===== src/rtl/fecell_pkg.sv =====
`timescale 1ns/1ps
// Shared types for the ferroelectric cell access sequencer.
package fecell_pkg;

    // Sequencer phases; write and read paths share only the idle state.
    typedef enum logic [3:0] {
        ST_IDLE,
        ST_WDRV,
        ST_WREL,
        ST_RPRE,
        ST_RWL,
        ST_RPLATE,
        ST_RSENSE,
        ST_RREST,
        ST_RPREB
    } seq_state_t;

endpackage


===== src/rtl/fecell_phase_timer.sv =====
`timescale 1ns/1ps
// Phase down-counter.
// Loads (length - 1) on phase entry and flags the last cycle of a phase.
// Assumes the load value fits CNT_W bits.
module fecell_phase_timer #(
    parameter int CNT_W = 3
) (
    input  logic             clk,
    input  logic             rst_n,
    input  logic             load,
    input  logic [CNT_W-1:0] load_val,
    output logic             last
);
    logic [CNT_W-1:0] cnt;

    // Count down to zero, reload on a phase change.
    always_ff @(posedge clk) begin
        if (!rst_n)
            cnt <= '0;
        else if (load)
            cnt <= load_val;
        else if (cnt != '0)
            cnt <= cnt - 1'b1;
    end

    assign last = (cnt == '0);
endmodule


===== src/rtl/fecell_row_dec.sv =====
`timescale 1ns/1ps
// Address to one-hot row decoder.
// Assumes ROWS == 2**ADDR_W.
module fecell_row_dec #(
    parameter int ADDR_W = 4,
    parameter int ROWS   = 16
) (
    input  logic [ADDR_W-1:0] addr,
    output logic [ROWS-1:0]   row_sel
);
    // One comparator per row.
    for (genvar r = 0; r < ROWS; r++) begin : g_row
        assign row_sel[r] = (addr == ADDR_W'(r));
    end
endmodule


===== src/rtl/fecell_strobe_gen.sv =====
`timescale 1ns/1ps
// Strobe decoder: maps the current phase to the array control strobes.
// Purely combinational; assumes row_sel is one-hot or zero.
module fecell_strobe_gen
    import fecell_pkg::*;
#(
    parameter int ROWS   = 16,
    parameter int DATA_W = 8
) (
    input  seq_state_t        state,
    input  logic [ROWS-1:0]   row_sel,
    input  logic [DATA_W-1:0] wdata,
    input  logic [DATA_W-1:0] sensed,
    output logic [ROWS-1:0]   wl,
    output logic              pre,
    output logic              drv_en,
    output logic [DATA_W-1:0] bl_lvl,
    output logic [DATA_W-1:0] pl,
    output logic              sa_en
);
    // Per-phase strobe table.
    always_comb begin
        wl     = '0;
        pre    = 1'b0;
        drv_en = 1'b0;
        bl_lvl = '0;
        pl     = '0;
        sa_en  = 1'b0;
        unique case (state)
            ST_IDLE: pre = 1'b1;
            ST_WDRV: begin
                wl     = row_sel;
                drv_en = 1'b1;
                bl_lvl = ~wdata;
                pl     = wdata;
            end
            ST_WREL: begin
                drv_en = 1'b1;
                bl_lvl = ~wdata;
                pl     = wdata;
            end
            ST_RPRE: pre = 1'b1;
            ST_RWL:  wl  = row_sel;
            ST_RPLATE: begin
                wl = row_sel;
                pl = '1;
            end
            ST_RSENSE: begin
                wl    = row_sel;
                pl    = '1;
                sa_en = 1'b1;
            end
            ST_RREST: begin
                wl    = row_sel;
                pl    = sensed;
                sa_en = 1'b1;
            end
            ST_RPREB: begin
                wl  = row_sel;
                pre = 1'b1;
            end
            default: pre = 1'b1;
        endcase
    end
endmodule


===== src/rtl/fecell_seq.sv =====
`timescale 1ns/1ps
// Ferroelectric cell access sequencer (top).
// Takes one read or write request at a time and sequences the array strobes.
// A read is destructive and always ends with a restore and a bitline
// precharge before the wordline drops. Assumes every phase length is >= 1.
module fecell_seq
    import fecell_pkg::*;
#(
    parameter int ADDR_W  = 4,
    parameter int DATA_W  = 8,
    parameter int T_WDRV  = 3,
    parameter int T_PRE   = 2,
    parameter int T_WLS   = 1,
    parameter int T_PLATE = 2,
    parameter int T_SENSE = 2,
    parameter int T_REST  = 2,
    parameter int T_PREB  = 2
) (
    input  logic                   clk,
    input  logic                   rst_n,
    input  logic                   req_i,
    input  logic                   we_i,
    input  logic [ADDR_W-1:0]      addr_i,
    input  logic [DATA_W-1:0]      wdata_i,
    input  logic [DATA_W-1:0]      sense_i,
    output logic                   ready_o,
    output logic                   rvalid_o,
    output logic [DATA_W-1:0]      rdata_o,
    output logic [(1<<ADDR_W)-1:0] wl_o,
    output logic                   pre_o,
    output logic                   bl_drv_en_o,
    output logic [DATA_W-1:0]      bl_lvl_o,
    output logic [DATA_W-1:0]      pl_o,
    output logic                   sa_en_o
);
    localparam int ROWS  = 1 << ADDR_W;
    localparam int MAX_A = (T_WDRV  > T_PRE)  ? T_WDRV  : T_PRE;
    localparam int MAX_B = (T_WLS   > T_PLATE) ? T_WLS  : T_PLATE;
    localparam int MAX_C = (T_SENSE > T_REST) ? T_SENSE : T_REST;
    localparam int MAX_D = (MAX_A > MAX_B) ? MAX_A : MAX_B;
    localparam int MAX_E = (MAX_C > T_PREB) ? MAX_C : T_PREB;
    localparam int MAX_T = (MAX_D > MAX_E) ? MAX_D : MAX_E;
    localparam int CNT_W = (MAX_T < 2) ? 1 : $clog2(MAX_T);

    seq_state_t        state, nxt;
    logic [ADDR_W-1:0] addr_q;
    logic [DATA_W-1:0] wdata_q;
    logic [DATA_W-1:0] sensed_q;
    logic [ROWS-1:0]   row_sel;
    logic              ph_last;
    logic              ld;
    logic [CNT_W-1:0]  ld_val;

    // Length minus one of each phase, as loaded into the timer.
    function automatic logic [CNT_W-1:0] phase_len(input seq_state_t s);
        int n;
        unique case (s)
            ST_WDRV:   n = T_WDRV;
            ST_RPRE:   n = T_PRE;
            ST_RWL:    n = T_WLS;
            ST_RPLATE: n = T_PLATE;
            ST_RSENSE: n = T_SENSE;
            ST_RREST:  n = T_REST;
            ST_RPREB:  n = T_PREB;
            default:   n = 1;
        endcase
        return CNT_W'(n - 1);
    endfunction

    // Successor of each phase once it has run its length.
    function automatic seq_state_t succ(input seq_state_t s);
        unique case (s)
            ST_WDRV:   return ST_WREL;
            ST_RPRE:   return ST_RWL;
            ST_RWL:    return ST_RPLATE;
            ST_RPLATE: return ST_RSENSE;
            ST_RSENSE: return ST_RREST;
            ST_RREST:  return ST_RPREB;
            default:   return ST_IDLE;
        endcase
    endfunction

    // Next-phase selection and timer reload.
    always_comb begin
        nxt = state;
        if (state == ST_IDLE) begin
            if (req_i)
                nxt = we_i ? ST_WDRV : ST_RPRE;
        end else if (ph_last) begin
            nxt = succ(state);
        end
        ld     = (nxt != state);
        ld_val = phase_len(nxt);
    end

    // Phase register.
    always_ff @(posedge clk) begin
        if (!rst_n)
            state <= ST_IDLE;
        else
            state <= nxt;
    end

    // Request capture on acceptance.
    always_ff @(posedge clk) begin
        if (!rst_n) begin
            addr_q  <= '0;
            wdata_q <= '0;
        end else if (state == ST_IDLE && req_i) begin
            addr_q  <= addr_i;
            wdata_q <= wdata_i;
        end
    end

    // Sensed word capture at the end of the sense phase.
    always_ff @(posedge clk) begin
        if (!rst_n)
            sensed_q <= '0;
        else if (state == ST_RSENSE && ph_last)
            sensed_q <= sense_i;
    end

    // Read return, published as the wordline closes after restore.
    always_ff @(posedge clk) begin
        if (!rst_n) begin
            rvalid_o <= 1'b0;
            rdata_o  <= '0;
        end else begin
            rvalid_o <= (state == ST_RPREB) && ph_last;
            if (state == ST_RPREB && ph_last)
                rdata_o <= sensed_q;
        end
    end

    assign ready_o = (state == ST_IDLE);

    fecell_phase_timer #(.CNT_W(CNT_W)) timer_i (
        .clk      (clk),
        .rst_n    (rst_n),
        .load     (ld),
        .load_val (ld_val),
        .last     (ph_last)
    );

    fecell_row_dec #(.ADDR_W(ADDR_W), .ROWS(ROWS)) dec_i (
        .addr    (addr_q),
        .row_sel (row_sel)
    );

    fecell_strobe_gen #(.ROWS(ROWS), .DATA_W(DATA_W)) strobe_i (
        .state   (state),
        .row_sel (row_sel),
        .wdata   (wdata_q),
        .sensed  (sensed_q),
        .wl      (wl_o),
        .pre     (pre_o),
        .drv_en  (bl_drv_en_o),
        .bl_lvl  (bl_lvl_o),
        .pl      (pl_o),
        .sa_en   (sa_en_o)
    );
endmodule


===== config.mk =====
export PLATFORM = sky130hd
export DESIGN_NAME = fecell_seq
export DESIGN_NICKNAME = d
export VERILOG_FILES = /design/src/rtl/fecell_pkg.sv /design/src/rtl/fecell_phase_timer.sv /design/src/rtl/fecell_row_dec.sv /design/src/rtl/fecell_strobe_gen.sv /design/src/rtl/fecell_seq.sv
export SDC_FILE = /design/constraint.sdc
export NUM_CORES = 1
export LEC_CHECK = 0
export ABC_AREA = 1
export ABC_CLOCK_PERIOD_IN_PS = 1700
export BUFFER_PORTS_ARGS = -buffer_cell sky130_fd_sc_hd__buf_2
export CAP_MARGIN = 0
export CORE_ASPECT_RATIO = 0.6
export CORE_MARGIN = 10
export CORE_UTILIZATION = 45
export CTS_CLUSTER_DIAMETER = 80
export DETAILED_ROUTE_END_ITERATION = 8
export PLACE_DENSITY_LB_ADDON = 0.08
export SYNTH_ARGS = -nofsm -noshare
export SYNTH_HDL_FRONTEND = slang
export SYNTH_HIERARCHICAL = 1
export SYNTH_SLANG_ARGS = --single-unit

===== constraint.sdc =====
create_clock -name clk -period 1.7 [get_ports clk]
set_clock_uncertainty 0.1 [all_clocks]
set_input_delay 0.085 -clock clk [delete_from_list [all_inputs] [get_ports clk]]
set_output_delay 0.085 -clock clk [all_outputs]
set_load 0.1 [all_outputs]

## Yosys cells after proc, flatten, opt, wreduce, memory -nomap -nowiden

Index checks and enable logic that the tools add are counted.

- Register bits: 35
- Input port bits: 24
- Output and inout port bits: 45
- Logic and storage cells: 68

- Add/sub/neg operators: 2
- Eq/ne operators: 30
- Multiplexer cells: 14
- Bitwise logic cells: 1
- Reductions and logical operators: 14

Operator list:

| kind | number |
|---|---|
| $eq 4x3->1 const B | 11 |
| $eq 4x4->1 const B | 10 |
| $pmux 4 s6 | 1 |
| $pmux 8 s3 | 1 |
| $eq 4x2->1 const B | 5 |
| $mux 16 | 1 |
| $eq 4x1->1 const B | 3 |
| $mux 4 | 3 |
| $reduce_or 6->1 | 2 |
| $logic_not 4->1 | 2 |
| $mux 8 | 1 |
| $not 8->8 | 1 |
| $mux 2 | 3 |
| $reduce_or 2->1 | 3 |
| $reduce_or 5->1 | 1 |
| $ne 4x4->1 | 1 |
| $pmux 2 s2 | 1 |
| $reduce_bool 2->1 | 2 |
| $logic_and 1x1->1 | 3 |
| $mux 1 | 3 |
| $logic_not 2->1 | 1 |
| $sub 2x1->2 const B | 1 |
| $sub 2x2->2 const B | 1 |

## Logic depth before layout (Yosys ltp)

Gate-level depths: netlist (run 1).

- Depth after elaboration: 9
- Gate-level depth with buffers: 13
- Mapped depth without buffers: 13

## Modules after synthesis

The synthesis (run 1) kept the hierarchy.

Modules (own cells, without submodules):

| module | times used | cells an instance | area each (um^2) |
|---|---|---|---|
| fecell_seq | 1 | 193 | 1410.1 |
| fecell_strobe_gen | 1 | 85 | 425.4 |
| fecell_phase_timer | 1 | 16 | 110.1 |
| fecell_row_dec | 1 | 28 | 105.1 |

## Worst setup path after synthesis (run 1)

No wires, ideal clock.

- Path kind: reg2out
- Start point: register state[1]
- End point: output port bl_lvl_o[0]
- Data arrival time: 2.208 ns
- Slack: -0.693 ns
- Stages on the path, launching flop included: 5
- Cell sequence: dfxtp_1 -> nor2_4 -> inv_2 -> nand3_2 -> nor2_1

- Word-level cells in the longest chain between the ends: 3
- Elaborated cells on any way between the ends: 4

Ends and longest elaborated chain:

| element | line | source |
|---|---|---|
| start: declaration | fecell_seq.sv:45 | `seq_state_t state, nxt;` |
| start signal: assignment | fecell_seq.sv:101 | `state <= nxt;` |
| $eq 4x1->1 / $eq 4x2->1 (equally long branches) | fecell_strobe_gen.sv:29 | `unique case (state)` |
| $reduce_or 2->1 (no source line) * | - |  |
| $mux 8 * | - |  |
| end: declaration | fecell_seq.sv:32 | `output logic [DATA_W-1:0] bl_lvl_o,` |

Mark *: on every way between the ends. The rest lies on a longest branch, timed or not.

## Worst setup path after layout (run 1)

- Start point: register state[1]
- End point: register timer_i.cnt[1]

- Elaborated cells on any way between the ends: 23

RTL lines:

| element | line | source |
|---|---|---|
| $eq 4x3->1 (tied with other cells) | fecell_seq.sv:72 | `unique case (s)` |
| $pmux 4 s6 | fecell_seq.sv:72 |  |
| $mux 4 | fecell_seq.sv:89 | `end else if (ph_last) begin` |
| $mux 4 | fecell_seq.sv:86 | `if (state == ST_IDLE) begin` |
| $ne 4x4->1 * | fecell_seq.sv:92 | `ld = (nxt != state);` |
| net ld | fecell_seq.sv:51 | `logic ld;` |
| $mux 2 / $reduce_bool 2->1 (equally long branches) | - |  |
| end signal: assignment | fecell_phase_timer.sv:21 | `cnt <= load_val;` |
| end signal: assignment | fecell_phase_timer.sv:23 | `cnt <= cnt - 1'b1;` |
| end: declaration | fecell_phase_timer.sv:14 | `logic [CNT_W-1:0] cnt;` |

The timed path passes the listed nets; every way through them passes the cells marked *.
A chain may end at the register's enable or synchronous reset.

==> results of run 1 <==
## per-stage QoR
stage                     TNS [ps]  instance area (sq um)
after CTS                     -271                   3560
after global routing         -2580                   3780
final                         -535                   3780
after floorplan              -3190                   2150
after global placement       -25.6                   3160
after detailed placement      -153                   3160
## sequential cells by signal, summed over array words and instances, names as in the netlist
| register | count |
|---|---|
| state | 4 |
| rvalid_o | 1 |
| rdata_o | 8 |
| sensed_q | 8 |
| addr_q | 4 |
| timer_i/cnt | 2 |
| wdata_q | 8 |
## Yosys cell counts
library cell | number | area [sq um]
o21ai_0 | 27 | 135
nand2_2 | 8 | 50.1
nand3_1 | 5 | 25.0
nor2_1 | 46 | 173
buf_8 | 1 | 15.0
clkinv_2 | 1 | 5.00
a21oi_1 | 34 | 170
dfxtp_1 | 35 | 701
nor2_4 | 3 | 33.8
ha_1 | 1 | 12.5
clkinv_1 | 1 | 3.75
or2_0 | 1 | 6.26
nand2_1 | 65 | 244
buf_2 | 2 | 10.0
nor3_2 | 1 | 10.0
nand3_2 | 4 | 40.0
buf_6 | 2 | 22.5
o22ai_2 | 1 | 12.5
clkbuf_1 | 2 | 7.51
o21ai_1 | 2 | 10.0
nand4_1 | 8 | 50.1
inv_1 | 53 | 199
nor2_2 | 13 | 81.3
nand2_4 | 1 | 11.3
buf_4 | 1 | 7.51
inv_2 | 4 | 15.0
## area by class of cell
type	instances	area, sq um	share of cell area [%]
Clock buffer	6	82.6	2.18
Clock inverter	1	5.00	0.132
Inverter	59	238	6.28
Multi-Input combinational cell	221	1400	37.0
Sequential cell	35	714	18.9
Tap cell	60	75.1	1.98
Timing Repair Buffer	109	1270	33.5
## kinds of logic after synthesis
group	synth area share, %
fa+ha+maj	0.610
buf+inv	13.9
simple gates	35.3
compound gates	16.0
flops	34.2
## per-layer routing
| layer | routed length [microns] | up-vias |
|---|---|---|
| li1 | - | 1224 |
| met1 | 3560 | 1206 |
| met2 | 4130 | 160 |
| met3 | 839 | 34 |
| met4 | 294 | 0 |
| met5 | 0 | - |
## repair_timing
item	in CTS	in global routing
endpoints found under the setup margin	36	52
hold buffers	16	0
pin swaps	3	16
endpoints found under the hold margin	16	0
buffers inserted	4	7
resized for setup	25	56
cloned	0	1
## worst register-to-register path, cell delays in order, from the launching register on
cell,delay [ps]
dfxtp_4,390
buf_12,140
nor2_4,170
buf_6,130
nand3_4,70
nand3_4,130
inv_4,60
nand2_2,70
nand2_1,70
nand3_2,80
inv_2,50
o21ai_1,180
a21oi_1,90
## worst min path at each step
stage / startpoint / to / slack [ps] / depth (start not counted)
floorplan: rst_n / rdata_o[0] / 120 / 2
global placement: wdata_i[2] / wdata_q[2] / 240 / 3
detailed placement: wdata_i[5] / wdata_q[5] / 240 / 3
CTS: sense_i[4] / sensed_q[4] / 0.9 / 3
global route: sense_i[4] / sensed_q[4] / 7 / 3
finish: sense_i[4] / sensed_q[4] / -10 / 3
## power by group through the flow
stage	clock network [mW]	logic [mW]	registers (mW)
2_1_floorplan	0	1.95	0.999
3_3_place_gp	0	2.94	1.03
3_5_place_dp	0	2.98	1.04
4_1_cts	0.612	3.18	1.02
5_1_grt	0.658	3.78	1.04
6_report	0.626	3.63	1.03
==> results.yml, run 1 <==
timing:
  hold_viol_final: 2
  rsz0062_at_grt: "true"
  timing.final.crit_share_pct: 109
  setup_viol_count_final: 17
  maxSlewHeadroom_pct: 67.4
  drv_slew: 0
  fmax_mhz: 540
  fin_ws_ps: -151
  worstMarginPinSlew_ps: 492
  hold_ws_ps: -13.2
  fin_crit_ps: 1850
critical_path:
  crit_family: "simple AND/OR/NAND/NOR gates"
  cp.required_ps: 1760
  startpoint: "state[1]"
  path_cells: "buf_12 > nor2_4 > buf_6 > nand3_4 > nand3_4 > inv_4 > nand2_2 > nand2_1 > nand3_2 > inv_2 > o21ai_1 > a21oi_1"
  rr_worst_depth: 12
  path_buf_inv: 4
  worst_r2r_endpoint: "timer_i/cnt[1]"
  reg2reg_slack_ps: -150
  cp_slowest_stage_delay_ps: 390
  cp_num_cells: 12
  r2r-start: "state[1]"
  critPathLaunchType: "register"
  crit_type: "reg -> reg"
  crit_slowest_cell: "dfxtp_4"
  crit_top_cell: "nand3_4"
  crit_fanout: 6
  cp-endpoint: "timer_i/cnt[1]"
  worstPathArrival_ps: 1910
  cp-end-kind: "register"
clock_network:
  clk_latency_ps: 290
  cts_max_level: 2
  cts_buffer_depth: 2
  clkTransAtPathRegs_ps: 70
  cts.sinks: 35
  root_buffer: "clkbuf_8"
  cts_buffers: 5
  cts_tree: "yes"
logic_synthesis:
  syn_nets: 347
  synth_cell_type_count: 26
  netlist_area_sq_um: 2050
  avgSynthCellArea_sq_um: 6.37
  yosys_warnings: 6
  yosysSeqAreaShare_pct: 34.2
  syn_inst: 322
  ys_ff_latch: 35
global_route:
  grtUsageMet3_pct: 6.44
  use_met2_pct: 33.8
  use_met1_pct: 24.2
  grt-ovfl-total: 0
  top_usage_layer: "met2"
  grt_max_degree: 20
  antenna_found_initial: 0
  grt_pass1_vias: 2484
  grt_pass1_wl_mm: 12.5
  grt_use_total_pct: 20.2
outcome:
  status: "finished with violations"
  violations: "negative hold slack, negative setup slack"
power:
  max-vdd-ir-drop_mv: 1.64
  cellPowerDensity_nw_per_um2: 1400
  power.internal_mw: 2.52
  p_leak_nw: 1.56
  power.switching_mw: 2.77
  pwr-share-seq_pct: 19.5
  total_power_mw: 5.29
  pwr-share-clk_pct: 11.8
  p_sw_share_pct: 52.4
  p_comb_share_pct: 68.6
layout:
  n_antenna_cell: 0
  post-route-util_pct: 88.9
  num-fill-cells: 203
  layout_common_cells: "inv_1, nand2_1, buf_12, a21oi_1, buf_2"
  drive_gt1_share_pct: 44.8
  fin_nets: 456
  final_common_cell: "inv_1"
  synthToLayoutAreaGrowth_pct: 84.6
  fin_cells: 491
min_path:
  holdCritPathClass: "in -> reg"
drt:
  wirelength_mm: 8.83
  vias_per_cell: 5.34
  dr_total_vias: 2624
  ant_nets: 0
  drcViolationCount: 0
  first_pass_iters: 5
  wire_per_inst_microns: 18.0
  drt_iter0_drc: 207
die:
  die_width_microns: 107
  placementRows: 18
  dieHeight_microns: 72.3
  start_util_pct: 48.2
  design.core.area_sq_um: 4260
  io_pins: 69
  die-area_sq_um: 7750
place:
  placed_cells_incl_taps: 456
  numPortBuffers: 68
  gp_routability_congestion: 0.903
  place_ws_ps: -77.1
  dpl.hpwl_mm: 5.37
flow_run:
  drv_cap: 0
No activity file was read; power rests on OpenSTA's default activity.
==> run 2, diff against run 1 <==
- ABC_CLOCK_PERIOD_IN_PS: 1700 -> 2350
- CORE_UTILIZATION: 45 -> 54
- clock period: 1.7 -> 2.35 ns (I/O delays scaled with it)
==> results.yml, run 2 (synthesis gave the netlist of run 1 again) <==
die:
  design.core.area_sq_um: 3660
  die_width_microns: 99.6
  placementRows: 17
  dieHeight_microns: 67.7
  io_pins: 69
  die-area_sq_um: 6740
  start_util_pct: 56.1
clock_network:
  root_buffer: "clkbuf_8"
  cts.sinks: 35
  clk_latency_ps: 290
  cts_buffer_depth: 2
  clkTransAtPathRegs_ps: 70
  cts_buffers: 5
  cts_max_level: 2
  cts_tree: "yes"
critical_path:
  path_buf_inv: 1
  worst_r2r_endpoint: "timer_i/cnt[0]"
  cp_num_cells: 5
  critPathLaunchType: "register"
  reg2reg_slack_ps: 310
  cp_slowest_stage_delay_ps: 520
  startpoint: "state[2]"
  crit_type: "reg -> out"
  cp-endpoint: "pl_o[7]"
  crit_top_cell: "nand2_1"
  rr_worst_depth: 13
  cp.required_ps: 2130
  crit_slowest_cell: "dfxtp_1"
  crit_fanout: 8
  path_cells: "nand2_1 > nor2_2 > o21ai_0 > nand2_1 > buf_2"
  worstPathArrival_ps: 1880
  r2r-start: "timer_i/cnt[0]"
  crit_family: "flip-flops"
  cp-end-kind: "output pin"
flow_run:
  drv_cap: 0
timing:
  drv_slew: 0
  worstMarginPinSlew_ps: 514
  fin_crit_ps: 2100
  maxSlewHeadroom_pct: 65.5
  hold_ws_ps: 14.1
  timing.final.crit_share_pct: 89.3
  setup_viol_count_final: 0
  fmax_mhz: 477
  rsz0062_at_grt: "false"
  fin_tns_setup_ps: 0
  hold_viol_final: 0
layout:
  final_common_cell: "buf_2"
  fin_cells: 449
  post-route-util_pct: 71.8
  fin_nets: 426
  drive_gt1_share_pct: 28.6
  num-fill-cells: 335
  synthToLayoutAreaGrowth_pct: 28.0
  top_regs: "rdata_o: 8 flops, sensed_q: 8 flops, wdata_q: 8 flops"
  n_antenna_cell: 0
  layout_common_cells: "buf_2, nand2_1, inv_1, nor2_1, a21oi_1"
place:
  gp_routability_congestion: 0.952
  dpl.hpwl_mm: 4.36
  placed_cells_incl_taps: 430
  numPortBuffers: 68
power:
  cellPowerDensity_nw_per_um2: 1090
  pwr-share-seq_pct: 25.2
  total_power_mw: 2.87
  p_leak_nw: 1.26
  power.internal_mw: 1.29
  p_comb_share_pct: 55.4
  max-vdd-ir-drop_mv: 1.39
  p_sw_share_pct: 55.0
  pwr-share-clk_pct: 19.4
  power.switching_mw: 1.58
drt:
  first_pass_iters: 4
  drcViolationCount: 0
  wire_per_inst_microns: 12.8
  wirelength_mm: 5.77
  vias_per_cell: 4.93
  dr_total_vias: 2213
  drt_iter0_drc: 167
  ant_nets: 0
min_path:
  holdCritPathClass: "in -> reg"
global_route:
  grt-ovfl-total: 0
  grt_pass1_vias: 2001
  grt_max_degree: 20
  grt_use_total_pct: 17.4
  grt_pass1_wl_mm: 9.53
  antenna_found_initial: 0
outcome:
  status: "finished, final reports clean"
-- run 2: cell count changes in the layout (fill, tap and decap cells not counted), sizes merged --
cell         previous run  this run
inv                    56        57
nand2                  75        74
clkinv                  4         3
buf                    93        69
bufinv                  0         1
dlygate4sd3            16        11
-- run 2: routing by layer --
layer	routed length [microns]	vias to the layer above	share of wire [%]	track usage, %
li1	-	1162	-	-
met1	2760	962	48	22.8
met5	0	-	0	0
met3	544	4	9.4	6.31
met2	2420	85	42	26.9
met4	38	0	0.66	3.91
-- run 2: per-stage QoR --
stage | worst slack, ps | cell area, sq um
after CTS | 102 | 2620
after detailed placement | 386 | 2390
after global routing | 92.3 | 2630
after global placement | 470 | 2390
after floorplan | -75.8 | 2050
final | 252 | 2630
-- run 2: power by group through the flow --
stage          clock network (mW)  registers, mW  logic, mW
2_1_floorplan                   0          0.717       1.34
3_3_place_gp                    0          0.730       1.56
3_5_place_dp                    0          0.732       1.56
4_1_cts                     0.569          0.719       1.58
5_1_grt                     0.591          0.732       1.70
6_report                    0.558          0.723       1.59
-- run 2: how the worst min path moves through the flow --
| stage | startpoint | slack, ps | cells after the start | endpoint |
|---|---|---|---|---|
| 2_1_floorplan | rst_n | 160 | 2 | rdata_o[0] |
| 6_report | sense_i[6] | 10 | 3 | sensed_q[6] |
| 5_1_grt | sense_i[2] | 10 | 3 | sensed_q[2] |
| 4_1_cts | sense_i[6] | 8 | 3 | sensed_q[6] |
| 3_5_place_dp | addr_i[3] | 270 | 3 | addr_q[3] |
| 3_3_place_gp | wdata_i[3] | 270 | 3 | wdata_q[3] |
-- run 2: layout make-up --
class                   instances  area [sq um]  area share [%]
well taps                      47          58.8            2.24
inverters                      59           223            8.48
multi-input cells             220          1060            40.6
clock inverters                 2          35.0            1.33
flip-flops and latches         35           703            26.8
repair buffers                 80           458            17.4
clock buffers                   6          82.6            3.15
-- run 2: timing repair --
action,in CTS,in global routing
buffers inserted,0,0
endpoints found under the hold margin,11,0
hold buffers,11,0
setup endpoints to repair,0,1
resized for setup,0,2
-- run 2: tightest hold or removal path, delay by kind of cell --
| family | cells | cell delay [ps] |
|---|---|---|
| AOI/OAI and AO/OA | 2 | 170 |
| buffers and inverters | 1 | 70 |
==> run 3, diff against run 2 <==
- ABC_CLOCK_PERIOD_IN_PS: 2350 -> 1750
- CORE_UTILIZATION: 54 -> 24
- SETUP_SLACK_MARGIN: unset -> 0.15
- clock period: 2.35 -> 1.75 ns (I/O delays scaled with it)
==> results.yml, run 3 (synthesis gave the netlist of run 1 again) <==
die:
  placementRows: 26
  dieHeight_microns: 91.6
  design.core.area_sq_um: 8430
  io_pins: 69
  die-area_sq_um: 12800
  die_width_microns: 139
  start_util_pct: 24.3
global_route:
  grt_pass1_vias: 2310
  grt_max_degree: 19
  grt_pass1_wl_mm: 12.1
  grt-ovfl-total: 0
  grt_use_total_pct: 11.3
  antenna_found_initial: 0
layout:
  multi_input_area_sq_um: 1450
  top_regs: "rdata_o: 8 flops, sensed_q: 8 flops, wdata_q: 8 flops"
  drive_gt1_share_pct: 46.6
  layout_common_cells: "inv_1, nand2_1, buf_12, buf_2, a21oi_1"
  n_antenna_cell: 0
  fin_nets: 460
  design_area_sq_um: 4010
  synthToLayoutAreaGrowth_pct: 95.5
  seq_area_sq_um: 718
  num-fill-cells: 830
place:
  place_area_sq_um: 3220
  place_ws_ps: 3.76
  dpl.hpwl_mm: 5.42
  gp_routability_congestion: 0.791
  numPortBuffers: 68
critical_path:
  cp_slowest_stage_delay_ps: 380
  cp-endpoint: "wl_o[3]"
  worstPathArrival_ps: 1480
  worst_r2r_endpoint: "timer_i/cnt[0]"
  crit_slowest_cell: "dfxtp_4"
  rr_worst_depth: 11
  path_cells: "nor2_4 > nand2_2 > nand2_4 > nand2_8 > nor2_4 > buf_12"
  reg2reg_slack_ps: 120
  cp.required_ps: 1560
  r2r-start: "timer_i/cnt[0]"
  critPathLaunchType: "register"
  startpoint: "state[1]"
  crit_type: "reg -> out"
  cp-end-kind: "output pin"
  crit_fanout: 8
  crit_top_cell: "nor2_4"
timing:
  fmax_mhz: 600
  drv_slew: 0
  rsz0062_at_grt: "true"
  setup_viol_count_final: 0
  fin_crit_ps: 1670
  hold_viol_final: 0
  fin_ws_ps: 82.7
  worstMarginPinSlew_ps: 503
  timing.final.crit_share_pct: 95.3
  fin_tns_setup_ps: 0
  maxSlewHeadroom_pct: 66.7
clock_network:
  clkTransAtPathRegs_ps: 50
  root_buffer: "clkbuf_16"
  cts_max_level: 2
  cts.sinks: 35
  clk_latency_ps: 270
  cts_buffer_depth: 2
  cts_buffers: 5
  cts_tree: "yes"
drt:
  wire_per_inst_microns: 13.2
  drt_iter0_drc: 87
  wirelength_mm: 7.21
  dr_total_vias: 2313
  vias_per_cell: 4.22
  first_pass_iters: 4
  drcViolationCount: 0
  ant_nets: 0
power:
  max-vdd-ir-drop_mv: 0.906
  cellPowerDensity_nw_per_um2: 1340
  p_leak_nw: 1.62
outcome:
  status: "finished, final reports clean"
min_path:
  holdCritPathClass: "in -> reg"
flow_run:
  drv_cap: 0
[run 3: cell count changes in the layout (fill, tap and decap cells not counted), moves of 18 or more]
cell,change
buf_4,+19
nor2_4,+28
buf_12,+36
nor2_1,-19
nand2_1,-18
buf_2,-35
[run 3: critical path, delay by kind of cell (launching register included)]
family        cells  cell delay [ps]
buf+inv           1              180
flops             1              380
simple gates      5              620
[run 3: cell type report]
cell class | instances | area share [%]
sequential | 35 | 17.9
timing repair buffer | 113 | 32.4
multi-input combinational | 221 | 36.1
clock buffer | 7 | 3.81
inverter | 59 | 6.12
tap | 112 | 3.49
clock inverter | 1 | 0.156
[run 3: layer usage]
| metal | track usage [%] | part of all wire (%) | up-vias |
|---|---|---|---|
| met4 | 2.25 | 0.53 | 0 |
| met3 | 5.10 | 8.4 | 6 |
| li1 | - | - | 1233 |
| met5 | 0 | 0 | - |
| met1 | 15.1 | 49 | 1030 |
| met2 | 16.1 | 42 | 44 |
[run 3: worst min-delay path by stage]
stage | end | from | depth (start not counted) | slack [ps]
final | sensed_q[2] | sense_i[2] | 3 | 20
after global routing | sensed_q[2] | sense_i[2] | 3 | 60
after CTS | sensed_q[2] | sense_i[2] | 3 | 7
after detailed placement | addr_q[1] | addr_i[1] | 3 | 250
after global placement | wdata_q[0] | wdata_i[0] | 3 | 240
after floorplan | rdata_o[0] | rst_n | 2 | 130
[run 3: what timing repair did]
| item | CTS | global route |
|---|---|---|
| buffers inserted | 12 | 6 |
| pin swaps | 10 | 17 |
| resized for setup | 46 | 30 |
| hold buffers | 20 | 0 |
| gates cloned | 2 | 0 |
| endpoints found under the setup margin | 45 | 56 |
| hold endpoints to repair | 20 | 0 |
[run 3: per-stage QoR]
step                hold WS, ps  cells  total power [mW]  util, %
global placement            240    500              3.84     38.2
detailed placement          245    500              3.86     38.2
global route               57.9    548              5.67     47.6
CTS                        7.00    542              5.24     45.6
finish                     25.0    548              5.39     47.6
floorplan                   126    322              2.99        -
[run 3: power breakdown]
| group | internal [mW] | switching [mW] | leakage [nW] |
|---|---|---|---|
| clock | 0.606 | 0.330 | 0.0805 |
| sequential | 0.881 | 0.102 | 0.288 |
| combinational | 1.27 | 2.21 | 1.25 |
| total | 2.75 | 2.64 | 1.62 |
